===== src/rtl/scan_pkg.sv =====
package scan_pkg;

  typedef enum logic {
    SC_IDLE = 1'b0,
    SC_RUN  = 1'b1
  } scan_state_e;

  // colour controls, latched at frame start and carried down the pipe
  typedef struct packed {
    logic all_on;
    logic inverse;
  } color_mode_t;

  // per-beat qualifiers travelling alongside the read address
  typedef struct packed {
    logic valid;
    logic first;
    logic last;
  } beat_tag_t;

endpackage


===== src/rtl/scan_seq.sv =====
module scan_seq
  import scan_pkg::*;
#(
  parameter int WIN_COLS = 96,
  parameter int WIN_ROWS = 16,
  parameter int MAG      = 4,
  parameter int COL_W    = 7,
  parameter int ROW_W    = 4,
  parameter int MAG_W    = 2
) (
  input  logic             clk,
  input  logic             rst,
  input  logic             start_i,
  input  logic             redraw_i,
  input  logic             hold_i,
  output logic             run_o,
  output logic             capture_o,
  output logic [COL_W-1:0] col_o,
  output logic [ROW_W-1:0] row_o,
  output logic             first_o,
  output logic             last_o
);

  scan_state_e      st;
  logic [MAG_W-1:0] hx;
  logic [MAG_W-1:0] vy;
  logic [COL_W-1:0] x;
  logic [ROW_W-1:0] y;

  logic hx_end, x_end, vy_end, y_end;

  assign hx_end = (hx == MAG_W'(MAG - 1));
  assign vy_end = (vy == MAG_W'(MAG - 1));
  assign x_end  = (x == COL_W'(WIN_COLS - 1));
  assign y_end  = (y == ROW_W'(WIN_ROWS - 1));

  // a frame is accepted only when idle, flagged, and the previous tail has drained
  assign capture_o = (st == SC_IDLE) && start_i && redraw_i && !hold_i;

  always_ff @(posedge clk) begin
    if (rst) begin
      st <= SC_IDLE;
      hx <= '0;
      vy <= '0;
      x  <= '0;
      y  <= '0;
    end else begin
      case (st)
        SC_IDLE: begin
          if (capture_o) st <= SC_RUN;
        end
        SC_RUN: begin
          hx <= hx_end ? '0 : hx + 1'b1;
          if (hx_end) begin
            x <= x_end ? '0 : x + 1'b1;
            if (x_end) begin
              vy <= vy_end ? '0 : vy + 1'b1;
              if (vy_end) begin
                y <= y_end ? '0 : y + 1'b1;
                if (y_end) st <= SC_IDLE;
              end
            end
          end
        end
        default: st <= SC_IDLE;
      endcase
    end
  end

  assign run_o   = (st == SC_RUN);
  assign col_o   = x;
  assign row_o   = y;
  assign first_o = run_o && (hx == '0) && (x == '0);
  assign last_o  = run_o && hx_end && x_end && vy_end && y_end;

endmodule


===== src/rtl/scan_addr.sv =====
module scan_addr
  import scan_pkg::*;
#(
  parameter int FB_COLS = 132,
  parameter int COL_OFS = 36,
  parameter int COL_W   = 7,
  parameter int ROW_W   = 4,
  parameter int LINE_W  = 6,
  parameter int BIT_W   = 3,
  parameter int ADDR_W  = 11
) (
  input  logic              clk,
  input  logic              rst,
  input  beat_tag_t         tag_i,
  input  color_mode_t       mode_i,
  input  logic [COL_W-1:0]  col_i,
  input  logic [ROW_W-1:0]  row_i,
  input  logic [LINE_W-1:0] start_line_i,
  output logic              rd_en_o,
  output logic [ADDR_W-1:0] rd_addr_o,
  output logic [BIT_W-1:0]  bit_o,
  output beat_tag_t         tag_o,
  output color_mode_t       mode_o
);

  logic [LINE_W-1:0] src_line;
  logic [ADDR_W-1:0] page_base;
  logic [ADDR_W-1:0] byte_addr;

  // truncation to LINE_W gives the wrap through the page stack
  assign src_line  = LINE_W'(row_i) + start_line_i;
  assign page_base = ADDR_W'(src_line[LINE_W-1:BIT_W]) * ADDR_W'(FB_COLS);
  assign byte_addr = page_base + ADDR_W'(COL_OFS) + ADDR_W'(col_i);

  always_ff @(posedge clk) begin
    if (rst) begin
      rd_en_o <= 1'b0;
      tag_o   <= '0;
    end else begin
      rd_en_o <= tag_i.valid;
      tag_o   <= tag_i;
    end
  end

  always_ff @(posedge clk) begin
    rd_addr_o <= byte_addr;
    bit_o     <= src_line[BIT_W-1:0];
    mode_o    <= mode_i;
  end

endmodule


===== src/rtl/scan_color.sv =====
module scan_color
  import scan_pkg::*;
#(
  parameter int DATA_W = 8,
  parameter int BIT_W  = 3
) (
  input  logic              clk,
  input  logic              rst,
  input  beat_tag_t         tag_i,
  input  color_mode_t       mode_i,
  input  logic [BIT_W-1:0]  bit_i,
  input  logic [DATA_W-1:0] data_i,
  output logic              busy_o,
  output logic              pix_o,
  output logic              valid_o,
  output logic              first_o,
  output logic              last_o
);

  beat_tag_t        tag_q;
  color_mode_t      mode_q;
  logic [BIT_W-1:0] bit_q;
  logic             raw_bit;

  // align qualifiers with the read data returning one cycle later
  always_ff @(posedge clk) begin
    if (rst) tag_q <= '0;
    else     tag_q <= tag_i;
  end

  always_ff @(posedge clk) begin
    mode_q <= mode_i;
    bit_q  <= bit_i;
  end

  assign raw_bit = data_i[bit_q];
  assign busy_o  = tag_q.valid;

  always_ff @(posedge clk) begin
    if (rst) begin
      pix_o   <= 1'b0;
      valid_o <= 1'b0;
      first_o <= 1'b0;
      last_o  <= 1'b0;
    end else begin
      valid_o <= tag_q.valid;
      first_o <= tag_q.valid && tag_q.first;
      last_o  <= tag_q.valid && tag_q.last;
      pix_o   <= tag_q.valid && (mode_q.all_on || (raw_bit ^ mode_q.inverse));
    end
  end

endmodule


===== src/rtl/page_scanout.sv =====
module page_scanout
  import scan_pkg::*;
#(
  parameter int FB_COLS  = 132,
  parameter int FB_PAGES = 8,
  parameter int DATA_W   = 8,
  parameter int WIN_COLS = 96,
  parameter int WIN_ROWS = 16,
  parameter int COL_OFS  = 36,
  parameter int MAG      = 4,
  localparam int LINE_W  = $clog2(FB_PAGES * DATA_W),
  localparam int ADDR_W  = $clog2(FB_COLS * FB_PAGES)
) (
  input  logic              clk,
  input  logic              rst,
  input  logic              start_i,
  input  logic              redraw_i,
  input  logic [LINE_W-1:0] start_line_i,
  input  logic              all_on_i,
  input  logic              inverse_i,
  output logic              fb_rd_en_o,
  output logic [ADDR_W-1:0] fb_rd_addr_o,
  input  logic [DATA_W-1:0] fb_rd_data_i,
  output logic              pix_o,
  output logic              pix_valid_o,
  output logic              line_start_o,
  output logic              frame_end_o,
  output logic              redraw_clr_o
);

  localparam int BIT_W = $clog2(DATA_W);
  localparam int COL_W = $clog2(WIN_COLS);
  localparam int ROW_W = $clog2(WIN_ROWS);
  localparam int MAG_W = (MAG > 1) ? $clog2(MAG) : 1;

  logic              seq_run;
  logic              seq_capture;
  logic [COL_W-1:0]  seq_col;
  logic [ROW_W-1:0]  seq_row;
  logic              seq_first;
  logic              seq_last;
  logic              pipe_hold;
  logic              color_busy;

  logic [LINE_W-1:0] start_line_q;
  color_mode_t       mode_q;

  beat_tag_t         seq_tag;
  beat_tag_t         rd_tag;
  color_mode_t       rd_mode;
  logic [BIT_W-1:0]  rd_bit;

  // frame settings are frozen when a frame is accepted
  always_ff @(posedge clk) begin
    if (rst) begin
      start_line_q <= '0;
      mode_q       <= '0;
    end else if (seq_capture) begin
      start_line_q   <= start_line_i;
      mode_q.all_on  <= all_on_i;
      mode_q.inverse <= inverse_i;
    end
  end

  assign pipe_hold = rd_tag.valid || color_busy || pix_valid_o;

  scan_seq #(
    .WIN_COLS (WIN_COLS),
    .WIN_ROWS (WIN_ROWS),
    .MAG      (MAG),
    .COL_W    (COL_W),
    .ROW_W    (ROW_W),
    .MAG_W    (MAG_W)
  ) u_seq (
    .clk       (clk),
    .rst       (rst),
    .start_i   (start_i),
    .redraw_i  (redraw_i),
    .hold_i    (pipe_hold),
    .run_o     (seq_run),
    .capture_o (seq_capture),
    .col_o     (seq_col),
    .row_o     (seq_row),
    .first_o   (seq_first),
    .last_o    (seq_last)
  );

  assign seq_tag.valid = seq_run;
  assign seq_tag.first = seq_first;
  assign seq_tag.last  = seq_last;

  scan_addr #(
    .FB_COLS (FB_COLS),
    .COL_OFS (COL_OFS),
    .COL_W   (COL_W),
    .ROW_W   (ROW_W),
    .LINE_W  (LINE_W),
    .BIT_W   (BIT_W),
    .ADDR_W  (ADDR_W)
  ) u_addr (
    .clk          (clk),
    .rst          (rst),
    .tag_i        (seq_tag),
    .mode_i       (mode_q),
    .col_i        (seq_col),
    .row_i        (seq_row),
    .start_line_i (start_line_q),
    .rd_en_o      (fb_rd_en_o),
    .rd_addr_o    (fb_rd_addr_o),
    .bit_o        (rd_bit),
    .tag_o        (rd_tag),
    .mode_o       (rd_mode)
  );

  scan_color #(
    .DATA_W (DATA_W),
    .BIT_W  (BIT_W)
  ) u_color (
    .clk     (clk),
    .rst     (rst),
    .tag_i   (rd_tag),
    .mode_i  (rd_mode),
    .bit_i   (rd_bit),
    .data_i  (fb_rd_data_i),
    .busy_o  (color_busy),
    .pix_o   (pix_o),
    .valid_o (pix_valid_o),
    .first_o (line_start_o),
    .last_o  (frame_end_o)
  );

  // the completion marker doubles as the flag-clear request
  assign redraw_clr_o = frame_end_o;

endmodule


===== config.mk =====
export PLATFORM = sky130hd
export DESIGN_NAME = page_scanout
export DESIGN_NICKNAME = d
export VERILOG_FILES = /design/src/rtl/scan_pkg.sv /design/src/rtl/scan_seq.sv /design/src/rtl/scan_addr.sv /design/src/rtl/scan_color.sv /design/src/rtl/page_scanout.sv
export SDC_FILE = /design/constraint.sdc
export NUM_CORES = 1
export LEC_CHECK = 0
export ABC_AREA = 1
export BUFFER_PORTS_ARGS = -buffer_cell sky130_fd_sc_hd__buf_2
export CAP_MARGIN = 10
export CORE_MARGIN = 1
export CORE_UTILIZATION = 35
export CTS_BUF_LIST = sky130_fd_sc_hd__clkbuf_2 sky130_fd_sc_hd__clkbuf_4 sky130_fd_sc_hd__clkbuf_8
export DETAILED_ROUTE_END_ITERATION = 10
export PLACE_DENSITY_LB_ADDON = 0.25
export SYNTH_ARGS = -nofsm -noshare
export SYNTH_HDL_FRONTEND = slang
export SYNTH_SLANG_ARGS = --single-unit

===== constraint.sdc =====
create_clock -name clk -period 3.32 [get_ports clk]
set_input_delay 0.498 -clock clk [delete_from_list [all_inputs] [get_ports clk]]
set_output_delay 0.498 -clock clk [all_outputs]
set_load 0.03 [all_outputs]

==> results by group <==
Cells and area
  – Layout Cells excl Fill: 403
  – Area occupied by multi-input gates: 1065 um^2
  – Reg area: 1101 um^2
  – Most frequent cells in the layout: 55 x dfxtp_1, 49 x nand2_1, 43 x inv_1, 36 x buf_2
  – Finished Cell Area: 2716 um^2
  – Fin nets: 364
  – # diodes: 0
  – Syn-to-layout area delta: 14.93%
  – Fillers: 652
  – Fraction of layout cells with a size suffix above 1: 18.40%
  – Final core utilization: 42.30%
  – Commonest non-fill, non-tap cell in the layout: dfxtp_1

Power
  – P per Cell Area: 443.6 nW/um^2
  – P_leak: 0.001327 uW
  – Peak supply drop: 196.1 uV
  – Overall power: 1205 uW

Logic synthesis
  – Syn_area_per_cell: 8.264 um^2
  – Synthesized area: 2364 um^2
  – Syn Nets: 325
  – Post-synthesis cell type count: 29
  – Synth warnings: 0
  – Post-synthesis sequential area ratio: 46.59%
  – Syn Inst Count: 286
  – #FFs+latches synth: 55

Clocking
  – CTS root buf: clkbuf_8
  – Resized Gates After CTS: 0
  – CTS tree: done
  – Post-CTS Setup Inserts: 0
  – Clock sink count: 55
  – CTS buffer count: 5
  – Clk buf depth: 2
  – Clk_lat worst skew: 0.31 ns
  – H-tree levels: 2
  – Clk pin slew, worst setup/hold paths: 0.10 ns
  – Post-CTS Hold Buffers: 0

Worst setup path
  – Reg2Reg Depth: 15
  – Critical path startpoint category: register
  – Slowest stage delay, CP: 0.41 ns
  – Crit. End Element: register
  – CP Class: reg2reg
  – R2r setup slk: 0.47 ns
  – Most frequent CP cell: nand3_1
  – Worst reg2reg startpoint: u_seq.row_o[0]
  – CP cell instances: ha_1 -> fa_1 -> nand3_1 -> nand3_1 -> nand2_2 -> inv_1 -> ha_1 -> ha_1 -> fa_1 -> nand3_1 -> nand3_1 -> nand3_1 -> inv_1 -> nand2_1 -> nand2_1
  – Worst R2R End: u_addr.rd_addr_o[9]
  – Buf/Inv on CP: 2
  – Critical path's slowest cell: fa_1
  – Critical Path RT: 3.53 ns
  – Critical Path AT: 3.06 ns
  – Crit-path max FO: 5
  – CP top delay family: adder cells

GRT
  – Number of global-route vias before repair: 1800
  – First-pass GRT wire length: 7707 um
  – GRT overflow: 0
  – Global Route Usage Sum: 13.49%
  – Initial antenna violation count: 0
  – Largest net degree at the start of global routing: 20

Drt
  – Detailed Route Iter0 Violations: 67
  – DRT antenna net count: 0
  – Total Wirelength: 4161 um
  – Drt first pass iters: 7
  – Total vias in the final route: 1806
  – DRC Markers: 6
  – DR vias/cell: 4.481
  – Routed wire per std cell: 10.33 um

Hold path
  – WHS Path Cells: 0
  – Hold_sp: u_addr.bit_o[1]
  – Hold Crit Class: reg2reg
  – Hold EP: u_color.bit_q[1]

Timing
  – RSZ-0062 raised after global routing: false
  – Max frequency: 350.4 MHz
  – Endpoints failing hold: 0
  – Clock skew after layout: 0.004260 ns
  – Final min period: 2.854 ns
  – Worst-Margin Slew: 0.4852 ns
  – Max Slew Vio Count: 0
  – Setup TNS: 0 ns
  – Final setup violation count: 0
  – Final period util: 85.96%
  – Rel. slew slack: 67.56%

Place
  – DP Wirelength: 3200 um
  – Gp weighted congestion: 0.8120
  – Placed Instance Area: 2620 um^2
  – Port Buffers: 36
  – Post-Place Cells: 395

Floorplanning
  – Die span in y: 84.18 um
  – Core area: 6422 um^2
  – I/O Pins: 37
  – # rows: 29
  – Starting Density: 36.80%
  – DIE AREA: 7085 um^2
  – Die Wd: 84.18 um

Run status
  – Outcome: finished with violations
  – Failing checks: design-rule violations

Flow run
  – Max-Cap Viols: 0
==> registers in the layout, indices dropped and copies added, names as in the netlist <==
name / count
u_seq.vy: 2
u_color.bit_q: 3
u_addr.rd_en_o: 1
u_color.last_o: 1
start_line_q: 6
u_addr.bit_o: 3
u_seq.hx: 2
u_seq.col_o: 7
u_addr.rd_addr_o: 11
u_addr.mode_o: 2
u_color.mode_q: 2
u_color.valid_o: 1
u_seq.run_o: 1
u_color.first_o: 1
u_seq.row_o: 4
u_addr.tag_o: 2
u_color.busy_o: 1
mode_q: 2
u_color.pix_o: 1
u_color.tag_q: 2
==> cell families (layout without fill, tap and decap cells) <==
kind of cell / after synthesis / in the layout / synth area share, %
adders and majority gates: 19 / 19 / 10.69
xor gates and xnor gates: 8 / 8 / 2.965
buffers and inverters: 50 / 90 / 8.364
AOI/OAI and AO/OA: 33 / 33 / 7.359
and+or+nand+nor: 121 / 121 / 24.03
DFF: 55 / 55 / 46.59
==> synthesized netlist by cell type, drive strengths merged <==
cell    number  share of area, %
or2          1              0.37
nand2       54               9.1
xor2         7               2.6
nor3         5               1.5
buf          3              0.69
dfxtp       55                47
xnor2        1              0.37
clkinv       1              0.37
clkbuf       1              0.16
nor2        27               4.6
fa           2               1.7
o21a         1              0.32
a21oi       17               3.8
inv         45               7.1
nand3       29               7.1
a211oi       1              0.32
nand4        4               1.1
ha          17               9.0
o21ai       14               3.0
nand3b       1              0.32
==> final cells by class <==
cell class	count	area share, %
inverters	46	6.541
clock inverters	3	1.013
clock buffers	5	2.533
multi-input cells	181	39.20
repair buffers	36	6.633
flip-flops and latches	55	40.53
well taps	77	3.547
==> through the flow <==
stage	hold slack (ns)	setup slack [ns]
2_1_floorplan	0.3096	0.6670
3_3_place_gp	0.3108	0.5456
3_5_place_dp	0.3121	0.4868
4_1_cts	0.3369	0.4627
5_1_grt	0.3497	0.2076
6_report	0.3364	0.4661
==> worst reg2reg max path: cells and delay by family, from the launching register on <==
kind	cells	cell delay, ns
fa+ha+maj	5	1.57
simple gates	8	0.72
flops	1	0.36
buf+inv	2	0.11
==> per-layer routing <==
layer / track usage, % / vias to the layer above / wire length (um)
li1: - / 990 / -
met1: 16.84 / 790 / 2026
met2: 22.95 / 22 / 1935
met3: 3.048 / 4 / 153
met4: 4.702 / 0 / 45
met5: 0 / - / 0
==> worst max-delay path by stage <==
stage,start,depth (start not counted),endpoint
after global placement,u_seq.row_o[0],15,u_addr.rd_addr_o[9]
after detailed placement,u_seq.row_o[0],15,u_addr.rd_addr_o[9]
after global routing,u_seq.row_o[0],15,u_addr.rd_addr_o[9]
final,u_seq.row_o[0],15,u_addr.rd_addr_o[9]
after floorplan,u_seq.row_o[0],15,u_addr.rd_addr_o[9]
after CTS,u_seq.row_o[0],15,u_addr.rd_addr_o[9]
==> where the power goes <==
group	switching, uW	total [uW]	internal [uW]
Sequential	14.3	705	691
Combinational	73.8	116	42.5
Clock	227	383	157
Power figures use the tool's default switching activity.
